[src/rtl/occ_pkg.sv]
package occ_pkg;

   typedef enum logic [1:0] {
      LIM_REGS   = 2'd0,
      LIM_SMEM   = 2'd1,
      LIM_WARPS  = 2'd2,
      LIM_BLOCKS = 2'd3
   } limit_e;

   typedef enum logic [1:0] {
      ST_IDLE  = 2'd0,
      ST_ISSUE = 2'd1,
      ST_WAIT  = 2'd2,
      ST_DONE  = 2'd3
   } calc_state_e;

   function automatic int imax(input int a, input int b);
      return (a > b) ? a : b;
   endfunction

endpackage

[src/rtl/occ_roundup.sv]
module occ_roundup #(
   parameter int IN_W = 8,
   parameter int GRAN = 1
) (
   input  logic [IN_W-1:0] val_i,
   output logic [IN_W:0]   val_o
);
   localparam logic [IN_W:0] MASK = (IN_W+1)'(GRAN - 1);

   if (GRAN < 1 || (GRAN & (GRAN - 1)) != 0) begin : g_bad_gran
      $error("occ_roundup: GRAN must be a power of two");
   end

   if (GRAN == 1) begin : g_pass
      assign val_o = {1'b0, val_i};
   end else begin : g_mask
      assign val_o = ({1'b0, val_i} + MASK) & ~MASK;
   end
endmodule

[src/rtl/occ_divider.sv]
module occ_divider #(
   parameter int W = 18
) (
   input  logic         clk,
   input  logic         rst_n,
   input  logic         start_i,
   input  logic [W-1:0] dividend_i,
   input  logic [W-1:0] divisor_i,
   output logic         done_o,
   output logic [W-1:0] quot_o
);
   localparam int CNT_W = $clog2(W + 1);

   logic [W-1:0]     rem_q, quo_q, dsr_q;
   logic [CNT_W-1:0] cnt_q;
   logic             run_q;
   logic [W:0]       trial;
   logic             fits;

   if (W < 2) begin : g_bad_w
      $error("occ_divider: W must be at least 2");
   end

   always_comb begin
      trial = {rem_q, quo_q[W-1]};
      fits  = (trial >= {1'b0, dsr_q});
   end

   always_ff @(posedge clk or negedge rst_n) begin
      if (!rst_n) begin
         rem_q  <= '0;
         quo_q  <= '0;
         dsr_q  <= '0;
         cnt_q  <= '0;
         run_q  <= 1'b0;
         done_o <= 1'b0;
      end else begin
         done_o <= 1'b0;
         if (start_i) begin
            rem_q <= '0;
            quo_q <= dividend_i;
            dsr_q <= divisor_i;
            cnt_q <= CNT_W'(W);
            run_q <= 1'b1;
         end else if (run_q) begin
            rem_q <= fits ? W'(trial - {1'b0, dsr_q}) : W'(trial);
            quo_q <= {quo_q[W-2:0], fits};
            cnt_q <= cnt_q - 1'b1;
            if (cnt_q == CNT_W'(1)) begin
               run_q  <= 1'b0;
               done_o <= 1'b1;
            end
         end
      end
   end

   assign quot_o = quo_q;

   AST_DIV_REMAINDER: assert property (@(posedge clk) disable iff (!rst_n)
      done_o && (dsr_q != '0) |-> rem_q < dsr_q) else $error("remainder not below divisor");

   AST_DIV_ONE_PULSE: assert property (@(posedge clk) disable iff (!rst_n)
      done_o |=> !done_o) else $error("divider done longer than one cycle");
endmodule

[src/rtl/occ_limit_fold.sv]
module occ_limit_fold
   import occ_pkg::*;
#(
   parameter int W          = 18,
   parameter int MAX_BLOCKS = 32
) (
   input  logic [W-1:0] lim_reg_i,
   input  logic [W-1:0] lim_smem_i,
   input  logic [W-1:0] lim_warp_i,
   output logic [W-1:0] blocks_o,
   output limit_e       code_o
);
   localparam logic [W-1:0] BLK_CAP = W'(MAX_BLOCKS);

   always_comb begin
      logic [W-1:0] m;
      m = BLK_CAP;
      if (lim_reg_i  < m) m = lim_reg_i;
      if (lim_smem_i < m) m = lim_smem_i;
      if (lim_warp_i < m) m = lim_warp_i;
      blocks_o = m;
      if (m == lim_reg_i)       code_o = LIM_REGS;
      else if (m == lim_smem_i) code_o = LIM_SMEM;
      else if (m == lim_warp_i) code_o = LIM_WARPS;
      else                      code_o = LIM_BLOCKS;
   end

   always_comb begin
      AST_FOLD_BOUND: assert (blocks_o <= BLK_CAP) else $error("fold above block cap");
   end
endmodule

[src/rtl/occ_calc.sv]
module occ_calc
   import occ_pkg::*;
#(
   parameter int WARP_THREADS = 32,
   parameter int MAX_WARPS    = 48,
   parameter int MAX_BLOCKS   = 32,
   parameter int REG_TOTAL    = 65536,
   parameter int REG_GRAN     = 256,
   parameter int SMEM_BYTES   = 233472,
   parameter int SMEM_GRAN    = 128,
   parameter int PCT_SCALE    = 1000,
   parameter int THR_W        = 11,
   parameter int REG_W        = 8,
   parameter int SMEM_W       = 18,
   parameter int BLK_W        = $clog2(MAX_BLOCKS + 1),
   parameter int WRP_W        = $clog2(MAX_WARPS + 1),
   parameter int PCT_W        = $clog2(PCT_SCALE + 1)
) (
   input  logic              clk,
   input  logic              rst_n,
   input  logic              start_i,
   input  logic [THR_W-1:0]  thr_i,
   input  logic [REG_W-1:0]  regs_i,
   input  logic [SMEM_W-1:0] smem_i,
   output logic              busy_o,
   output logic              done_o,
   output logic              err_o,
   output logic [BLK_W-1:0]  blocks_o,
   output logic [WRP_W-1:0]  warps_o,
   output logic [PCT_W-1:0]  pct_o,
   output logic [1:0]        limit_o
);
   localparam int LOG_WT = $clog2(WARP_THREADS);
   localparam int WPB_W  = THR_W + 1 - LOG_WT;
   localparam int RSC_W  = REG_W + LOG_WT;
   localparam int RPW_W  = RSC_W + 1;
   localparam int SMA_W  = SMEM_W + 1;
   localparam int DIV_W  = imax(imax(imax($clog2(SMEM_BYTES + 1), $clog2(REG_TOTAL + 1)),
                                     imax($clog2(MAX_WARPS * PCT_SCALE + 1), SMA_W)),
                                imax(RPW_W, imax(WPB_W, $clog2(MAX_BLOCKS + 1))));
   localparam int PRD_W  = DIV_W + WPB_W;
   localparam int NSTEP  = 5;
   localparam logic [2:0] LAST_STEP = 3'(NSTEP - 1);

   if (WARP_THREADS < 1 || (WARP_THREADS & (WARP_THREADS - 1)) != 0) begin : g_bad_wt
      $error("occ_calc: WARP_THREADS must be a power of two");
   end
   if (THR_W <= LOG_WT) begin : g_bad_thr
      $error("occ_calc: THR_W too narrow for the warp size");
   end
   if (MAX_WARPS < 1 || MAX_BLOCKS < 1 || PCT_SCALE < 1) begin : g_bad_lim
      $error("occ_calc: limits must be positive");
   end

   // ---- per-resource granularity rounding -------------------------------
   logic [THR_W:0]     thr_rnd;
   logic [RSC_W-1:0]   reg_scaled;
   logic [RPW_W-1:0]   rpw_d;
   logic [SMA_W-1:0]   sma_d;
   logic [WPB_W-1:0]   wpb_d;

   occ_roundup #(.IN_W(THR_W), .GRAN(WARP_THREADS)) u_rnd_thr (
      .val_i(thr_i), .val_o(thr_rnd));

   assign reg_scaled = RSC_W'(regs_i) << LOG_WT;

   occ_roundup #(.IN_W(RSC_W), .GRAN(REG_GRAN)) u_rnd_reg (
      .val_i(reg_scaled), .val_o(rpw_d));

   occ_roundup #(.IN_W(SMEM_W), .GRAN(SMEM_GRAN)) u_rnd_smem (
      .val_i(smem_i), .val_o(sma_d));

   assign wpb_d = WPB_W'(thr_rnd >> LOG_WT);

   // ---- sequencing state -------------------------------------------------
   calc_state_e        state_q;
   logic [2:0]         step_q;
   logic [WPB_W-1:0]   wpb_q;
   logic [RPW_W-1:0]   rpw_q;
   logic [SMA_W-1:0]   sma_q;
   logic               err_q;
   logic [DIV_W-1:0]   slot_q [NSTEP];

   logic [DIV_W-1:0]   op_dvd, op_dsr, op_skipval;
   logic               op_skip;
   logic               div_start, div_done;
   logic [DIV_W-1:0]   div_quo;
   logic [DIV_W-1:0]   fold_blocks;
   limit_e             fold_code;
   logic [PRD_W-1:0]   warps_full;
   logic [DIV_W-1:0]   warps_cap;

   occ_limit_fold #(.W(DIV_W), .MAX_BLOCKS(MAX_BLOCKS)) u_fold (
      .lim_reg_i (slot_q[2]),
      .lim_smem_i(slot_q[3]),
      .lim_warp_i(slot_q[0]),
      .blocks_o  (fold_blocks),
      .code_o    (fold_code));

   always_comb begin
      warps_full = PRD_W'(fold_blocks) * PRD_W'(wpb_q);
      warps_cap  = (warps_full > PRD_W'(MAX_WARPS)) ? DIV_W'(MAX_WARPS) : DIV_W'(warps_full);
   end

   // Operand selection: step 0 warp slots, 1 warps by registers,
   // 2 blocks by registers, 3 blocks by shared memory, 4 percentage.
   always_comb begin
      op_dvd     = '0;
      op_dsr     = '0;
      op_skip    = 1'b0;
      op_skipval = '0;
      case (step_q)
         3'd0: begin
            op_dvd = DIV_W'(MAX_WARPS);
            op_dsr = DIV_W'(wpb_q);
         end
         3'd1: begin
            op_dvd  = DIV_W'(REG_TOTAL);
            op_dsr  = DIV_W'(rpw_q);
            op_skip = (rpw_q == '0);
         end
         3'd2: begin
            op_dvd     = slot_q[1];
            op_dsr     = DIV_W'(wpb_q);
            op_skip    = (rpw_q == '0);
            op_skipval = DIV_W'(MAX_BLOCKS);
         end
         3'd3: begin
            op_dvd     = DIV_W'(SMEM_BYTES);
            op_dsr     = DIV_W'(sma_q);
            op_skip    = (sma_q == '0);
            op_skipval = DIV_W'(MAX_BLOCKS);
         end
         default: begin
            op_dvd = warps_cap * DIV_W'(PCT_SCALE);
            op_dsr = DIV_W'(MAX_WARPS);
         end
      endcase
   end

   assign div_start = (state_q == ST_ISSUE) && !op_skip;

   occ_divider #(.W(DIV_W)) u_div (
      .clk       (clk),
      .rst_n     (rst_n),
      .start_i   (div_start),
      .dividend_i(op_dvd),
      .divisor_i (op_dsr),
      .done_o    (div_done),
      .quot_o    (div_quo));

   always_ff @(posedge clk or negedge rst_n) begin
      if (!rst_n) begin
         state_q  <= ST_IDLE;
         step_q   <= '0;
         wpb_q    <= '0;
         rpw_q    <= '0;
         sma_q    <= '0;
         err_q    <= 1'b0;
         for (int i = 0; i < NSTEP; i++) slot_q[i] <= '0;
         done_o   <= 1'b0;
         err_o    <= 1'b0;
         blocks_o <= '0;
         warps_o  <= '0;
         pct_o    <= '0;
         limit_o  <= '0;
      end else begin
         done_o <= 1'b0;
         case (state_q)
            ST_IDLE: begin
               if (start_i) begin
                  wpb_q   <= wpb_d;
                  rpw_q   <= rpw_d;
                  sma_q   <= sma_d;
                  err_q   <= (thr_i == '0);
                  step_q  <= '0;
                  state_q <= (thr_i == '0) ? ST_DONE : ST_ISSUE;
               end
            end
            ST_ISSUE: begin
               if (op_skip) begin
                  slot_q[step_q] <= op_skipval;
                  step_q         <= step_q + 3'd1;
               end else begin
                  state_q <= ST_WAIT;
               end
            end
            ST_WAIT: begin
               if (div_done) begin
                  slot_q[step_q] <= div_quo;
                  if (step_q == LAST_STEP) begin
                     state_q <= ST_DONE;
                  end else begin
                     step_q  <= step_q + 3'd1;
                     state_q <= ST_ISSUE;
                  end
               end
            end
            default: begin
               err_o    <= err_q;
               blocks_o <= err_q ? '0 : BLK_W'(fold_blocks);
               warps_o  <= err_q ? '0 : WRP_W'(warps_cap);
               pct_o    <= err_q ? '0 : PCT_W'(slot_q[4]);
               limit_o  <= err_q ? 2'(LIM_BLOCKS) : 2'(fold_code);
               done_o   <= 1'b1;
               state_q  <= ST_IDLE;
            end
         endcase
      end
   end

   assign busy_o = (state_q != ST_IDLE);

   AST_DONE_ONE_CYCLE: assert property (@(posedge clk) disable iff (!rst_n)
      done_o |=> !done_o) else $error("done held");

   AST_HOLD_RESULT: assert property (@(posedge clk) disable iff (!rst_n)
      !done_o |-> $stable(blocks_o) && $stable(warps_o) && $stable(pct_o) && $stable(limit_o))
      else $error("result changed without done");

   AST_WARP_CAP: assert property (@(posedge clk) disable iff (!rst_n)
      done_o |-> warps_o <= WRP_W'(MAX_WARPS)) else $error("warps above cap");

   AST_BLOCK_CAP: assert property (@(posedge clk) disable iff (!rst_n)
      done_o |-> blocks_o <= BLK_W'(MAX_BLOCKS)) else $error("blocks above cap");

   AST_ERR_ZERO: assert property (@(posedge clk) disable iff (!rst_n)
      done_o && err_o |-> blocks_o == '0 && warps_o == '0 && pct_o == '0)
      else $error("error result not zero");

   AST_IDLE_AFTER_DONE: assert property (@(posedge clk) disable iff (!rst_n)
      done_o |-> !busy_o) else $error("busy while done");
endmodule

[config.mk]
export PLATFORM = sky130hd
export DESIGN_NAME = occ_calc
export DESIGN_NICKNAME = d
export VERILOG_FILES = /design/src/rtl/occ_pkg.sv /design/src/rtl/occ_roundup.sv /design/src/rtl/occ_divider.sv /design/src/rtl/occ_limit_fold.sv /design/src/rtl/occ_calc.sv
export SDC_FILE = /design/constraint.sdc
export NUM_CORES = 1
export LEC_CHECK = 0
export BUFFER_PORTS_ARGS = -buffer_cell sky130_fd_sc_hd__buf_2
export CAP_MARGIN = 15
export CORE_UTILIZATION = 30
export CTS_BUF_LIST = sky130_fd_sc_hd__clkbuf_4 sky130_fd_sc_hd__clkbuf_8
export CTS_CLUSTER_SIZE = 14
export DETAILED_ROUTE_END_ITERATION = 10
export HOLD_SLACK_MARGIN = 0.06
export SETUP_SLACK_MARGIN = 0.02
export SLEW_MARGIN = 10
export SYNTH_ARGS = -nofsm -noshare
export SYNTH_HDL_FRONTEND = slang
export SYNTH_SLANG_ARGS = --single-unit
export TNS_END_PERCENT = 100
[constraint.sdc]
create_clock -name clk -period 19.85 [get_ports clk]
set_input_delay 3.97 -clock clk [delete_from_list [all_inputs] [get_ports clk]]
set_output_delay 3.97 -clock clk [all_outputs]
set_load 0.02 [all_outputs]
======== After elaboration in Yosys (flattened, before gate mapping) ========
Index checks and enable logic that the tools add are counted.
storage, ports and cells
  register bits after elaboration ......... 216
  input port bits ......................... 40
  output and inout port bits .............. 27
operators by class
  $add $sub $neg .......................... 6
  multiply operators ...................... 2
  order comparisons ....................... 7
  eq/ne operators ......................... 15
  muxes and demuxes ....................... 47
  bitwise operators ....................... 1
  reduce and logical (&&, ||, !) cells .... 20
operators by type and width
  cell                     number
  $bwmux W95               2
  $mux W19                 10
  $mux W95                 2
  $pmux W95 S2             1
  $pmux W19 S4             1
  $demux W19 S3            1
  $eq A19 B19 Y1           3
  $pmux W19 S3             1
  $lt A19 B19 Y1           2
  $gt A26 B6 Y1 const B    1
  $mul A19 B7 Y26          1
  $ge A20 B19 Y1           1
  $add A18 B7 Y19 const B  1
  $logic_not A19 Y1        1
  $lt A19 B6 Y1 const B    1
  $mul A19 B7 Y16 const B  1
  $sub A19 B19 Y19         1
  $mux W6                  3
  $mux W2                  8
  $add A13 B8 Y14 const B  1
  $logic_not A14 Y1        1
  $add A11 B5 Y12 const B  1
  $mux W3                  4
  $logic_not A11 Y1        1
  other kinds (30)         48

======== Logic depth before layout (Yosys ltp) ========
  depth after elaboration ................. 12
  gate-level depth with buffers ........... 65
  gate-level depth less buffers ........... 57

======== Cells and area by module ========
Synthesis repeated with hierarchy kept, for this count alone.
second synthesis, totals
  cells, all modules ...................... 2130
  area, all modules ....................... 20168.1 um^2
modules (own cells, without submodules)
  module                     times used  cells each  area each (um^2)
  occ_calc                   1           1231        13033.8
  occ_divider                1           440         3976.3
  occ_limit_fold             1           370         2514.9
  occ_roundup at u_rnd_smem  1           41          279.0
  occ_roundup at u_rnd_reg   1           25          197.7
  occ_roundup at u_rnd_thr   1           23          166.4

======== Worst setup path after synthesis ========
OpenSTA, ideal clock, no wires.
  path type ............................... register -> register
  from .................................... register slot_q[49] (netlist bit)
  to ...................................... register u_div.quo_q[17] (netlist: u_div.quot_o[17])
  arrival time ............................ 15.098 ns
  required time ........................... 19.730 ns
  slack ................................... 4.633 ns
  cell stages (with the launch flop) ...... 63
  buffers on the path ..................... 8
  clock period less this slack ............ 15.217 ns
  cells stage by stage .................... dfrtp_1 -> buf_2 -> nor4_1 -> nand4_1 -> clkinv_1 -> nand2_1 -> ha_1 -> or4_1 -> o211ai_2 -> and3_1 -> clkbuf_1 -> buf_2 -> buf_1 -> nand2_1 -> ha_1 -> or3_1 -> o211ai_1 -> o211ai_1 -> [27 not listed] -> and2_1 -> fa_1 -> fa_1 -> inv_1 -> fa_1 -> fa_1 -> inv_1 -> ha_1 -> inv_1 -> o21bai_1 -> a21oi_1 -> o21bai_1 -> a21oi_1 -> o21bai_1 -> a2111oi_0 -> nor3_1 -> or4_1 -> and3_1
between the ends
  cells in the longest elaborated chain, start to end .. 12
RTL lines
  item                               line                  text
  from (decl)                        occ_calc.sv:82        logic [DIV_W-1:0] slot_q [NSTEP];
  from (signal, indexed assignment)  occ_calc.sv:182       slot_q[step_q] <= op_skipval;
  from (signal, indexed assignment)  occ_calc.sv:190       slot_q[step_q] <= div_quo;
  $lt A19 B6 Y1                      occ_limit_fold.sv:18  if (lim_reg_i < m) m = lim_reg_i;
  $mux W19 *                         occ_limit_fold.sv:18
  $lt A19 B19 Y1                     occ_limit_fold.sv:19  if (lim_smem_i < m) m = lim_smem_i;
  $mux W19 *                         occ_limit_fold.sv:19
  $lt A19 B19 Y1                     occ_limit_fold.sv:20  if (lim_warp_i < m) m = lim_warp_i;
  $mux W19 *                         occ_limit_fold.sv:20
  $mul A19 B7 Y26 *                  occ_calc.sv:101       warps_full = PRD_W'(fold_blocks) * PRD_W'(wpb_q);
  $gt A26 B6 Y1                      occ_calc.sv:102       warps_cap = (warps_full > PRD_W'(MAX_WARPS)) ? DIV_W'(MAX_WARPS) : DIV_W'(warps_full);
  $mux W19 *                         occ_calc.sv:102
  $mul A19 B7 Y16 *                  occ_calc.sv:135       op_dvd = warps_cap * DIV_W'(PCT_SCALE);
  $pmux W19 S4 *                     occ_calc.sv:112       case (step_q)
  $mux W19 *                         occ_divider.sv:39     if (start_i) begin
  to (signal assigned)               occ_divider.sv:41     quo_q <= dividend_i;
  to (signal assigned)               occ_divider.sv:47     quo_q <= {quo_q[W-2:0], fits};
  to (decl)                          occ_divider.sv:14     logic [W-1:0] rem_q, quo_q, dsr_q;
Mark *: on every way between the ends. The rest lies on a longest branch, timed or not.
A chain may end at the register's enable or synchronous reset.

======== Final worst setup path ========
  from .................................... register slot_q[46] (netlist bit)
  to ...................................... register u_div.quo_q[17] (netlist: u_div.quot_o[17])
The elaborated chain is that of the path after synthesis.

==> results.md <==
- Post-route setup TNS: 0 ns
- Max-cap viol count: 0
- Syn. warnings: 0
- Layout Nets: 2432
- Slew @ Worst Pin: 1.05 ns
- Setup Viol. Count Final: 0
- All-layer global routing usage: 0.180
- Fraction of layout cells with a size suffix above 1: 0.0861
- Clock sinks: 207
- First-pass GRT wire length: 85600 um
- Required @ worst endpoint: 20.31 ns
- Die Width: 246 um
- CP peak stage delay: 0.81 ns
- Post-CTS sizing: 0
- Final Cell Area: 20000 um^2
- Most Crowded Layer GR: met2
- Largest net degree at the start of global routing: 127
- Met1 Usage GRT: 0.249
- DR vias/cell: 5.17
- H-tree depth: 2
- Die area: 60300 um^2
- WP data arrival: 17.37 ns
- Worst Hold Path Cells: 1
- Highest clock rate: 59.1 MHz
- Core area: 58100 um^2
- Met3 Use GR: 0.0326
- Area Overhead vs Synth: 12.2%
- Routed wire per std cell: 18.3 um
- Setup bufs post-CTS: 0
- Residual DRC: 0
- Num ports: 67
- Cell family with most CP delay: adder cells
- Synthesized instance count: 2046
- Worst reg2reg path depth: 54
- FP Rows: 88
- HPWL Detailed: 41000 um
- Synth Register Bits: 207
- Crit path capture type: register
- Sequential area share after synthesis: 0.291
- Clk_lat worst skew: 0.57 ns
- Placed cell area: 19100 um^2
- Number of synthesized flops with an enable pin: 0
- Vias in the first global route: 15200
- Die Height: 246 um
- Worst-path clk slew: 0.07 ns
- IO Port Bufs: 66
- DR iter-0 viols: 966
- Num CTS Buffers: 38
- Rel. slew slack: 0.292
- Post-synthesis async set-or-reset flop share: 1.00
- Placed cells: 2855
- Met2 usage: 0.280
- ANT nets after route: 0
- Clock tree buffer depth: 3
- Initial core utilization: 0.306
- WP buf/inv: 8
- Gpl congestion: 0.982
- Number of cells on the critical path: 54
- Synth unique cells: 82
- CTS Hold Bufs: 0
- Mapped Area: 17800 um^2
- Hold violation total from the final report: 0
- Pre-antenna DRT Iters: 6
- TritonCTS clock tree: built
- Initial antenna violation count: 1
- CP max-delay cell: mux2i_1
- Status: finished, final reports clean
- RSZ-0062 raised after global routing: false
- Hold Path Class: reg -> reg
- DR vias: 15100
- Post-route non-filler standard cell count: 2926
- Max Slew Vio Count: 0
- Syn Area/Cell: 8.70 um^2
- CP Max Fanout: 28
- CP most frequent cell: fa_1
- Total routed wirelength: 53600 um
- Min Tclk post-route: 16.91 ns
- Top FF cell, synth: dfrtp_1
- CTS root buffer: clkbuf_8
- Final Core Density: 0.344
- Final period utilization: 0.852
- Worst setup SP type: register
- GRT Residual Overflow: 0
- Crit path kind: reg -> reg
- Clock skew: 0.0581 ns
-- cells by family (layout without fill, tap and decap cells) --
| kind of cell | after synthesis | count (layout) | synth area share |
|---|---|---|---|
| xor gates and xnor gates | 96 | 96 | 0.0473 |
| buffers and inverters | 335 | 404 | 0.0713 |
| other | 2 | 48 | 0.000422 |
| muxes | 29 | 29 | 0.0165 |
| adders and majority gates | 261 | 261 | 0.235 |
| and+or+nand+nor | 640 | 640 | 0.167 |
| AOI/OAI and AO/OA | 476 | 476 | 0.172 |
| DFF | 207 | 207 | 0.291 |
-- through the flow --
| step | hold slack [ns] | worst slack (ns) |
|---|---|---|
| global route | 0.501 | 1.72 |
| detailed placement | 0.472 | 2.42 |
| floorplan | 0.443 | 4.63 |
| global placement | 0.466 | 2.84 |
| CTS | 0.487 | 2.42 |
| finish | 0.481 | 2.94 |
-- worst register-to-register path, delay by kind of cell, from the launching register on --
family,cells,cell delay [ns]
AOI/OAI and AO/OA,18,4.40
adders and majority gates,12,5.25
buffers and inverters,8,1.25
DFF,1,0.43
muxes,1,0.81
and+or+nand+nor,15,4.72
-- cells in the final DEF (no fill, tap or decap), types with 12 or more instances in the layout --
cell type,instances
buf_4,27
buf_2,65
nor4_1,27
o2bb2ai_1,12
dfrtp_1,206
nand3_1,57
mux2i_1,27
o21bai_1,12
a211oi_1,12
conb_1,47
a31oi_1,16
fa_1,121
a21oi_1,87
o21ai_0,175
nor2_1,115
ha_1,140
xnor2_1,63
nand2b_1,13
a221oi_1,18
nand2_1,278
nor3_1,21
clkbuf_8,49
inv_1,232
and2_1,43
xor2_1,33
a311oi_1,15
o21a_1,12
nor2b_1,21
nand4_1,22
clkbuf_4,12
-- synthesized netlist by cell type (all sizes together) (7+ instances only) --
master	n	area, um^2
nand2	280	1050
inv	235	882
dfrtp	207	5180
o21ai	184	921
ha	140	1750
fa	121	2420
nor2	116	438
a21oi	88	444
clkbuf	76	285
xnor2	63	552
nand3	57	285
and2	44	275
xor2	33	289
nor4	28	175
mux2i	27	270
nand4	22	138
nor3	22	115
nor2b	21	131
a221oi	18	158
buf	18	78.8
a31oi	17	113
a311oi	16	146
a211oi	13	103
nand2b	13	81.3
o21a	12	90.1
o21bai	12	90.1
o22ai	12	88.8
o2bb2ai	12	105
a21o	11	82.6
o211ai	10	80.1
a2111oi	8	76.3
and3	8	50.1
nand3b	7	52.6
o31ai	7	52.6
or3	7	43.8
or4	7	56.3
-- flip-flops by register name, summed over array words and instances (netlist names) --
| name | count |
|---|---|
| blocks_o | 6 |
| done_o | 1 |
| err_o | 1 |
| err_q | 1 |
| limit_o | 2 |
| pct_o | 10 |
| rpw_q | 6 |
| slot_q | 86 |
| sma_q | 12 |
| state_q | 2 |
| step_q | 3 |
| u_div.cnt_q | 5 |
| u_div.done_o | 1 |
| u_div.dsr_q | 19 |
| u_div.quot_o | 19 |
| u_div.rem_q | 19 |
| u_div.run_q | 1 |
| warps_o | 6 |
| wpb_q | 7 |
-- final cells by class --
| class | instances | area, um^2 |
|---|---|---|
| antenna | 1 | 2.50 |
| clock buffer | 60 | 751 |
| clock inverter | 9 | 85.1 |
| fill | 6094 | 38200 |
| inverter | 241 | 905 |
| multi-input combinational | 1549 | 11500 |
| sequential | 207 | 5180 |
| tap | 765 | 957 |
| timing repair buffer | 94 | 553 |
-- layer usage --
metal,up-vias,share of wire,routed length (um)
met5,-,0,0
met4,0,0.035,1870
met3,106,0.068,3660
met2,513,0.44,23700
met1,7405,0.45,24300
li1,7118,-,-
-- path summary, 6_finish.rpt --
| check | end | start | slack, ns |
|---|---|---|---|
| max | u_div.quot_o[17] | slot_q[46] | 2.94 |
| min | pct_o[1] | pct_o[1] | 0.48 |
| max reg2reg | u_div.quot_o[17] | slot_q[46] | 2.94 |
| min reg2reg | pct_o[1] | pct_o[1] | 0.48 |
| max in group asynchronous | u_div.run_q | rst_n | 14.64 |
| min in group asynchronous | sma_q[16] | rst_n | 3.57 |
Power is left out: the tool's default activity adds up to more than one toggle a clock period on the data nets, which glitch-free logic cannot reach.
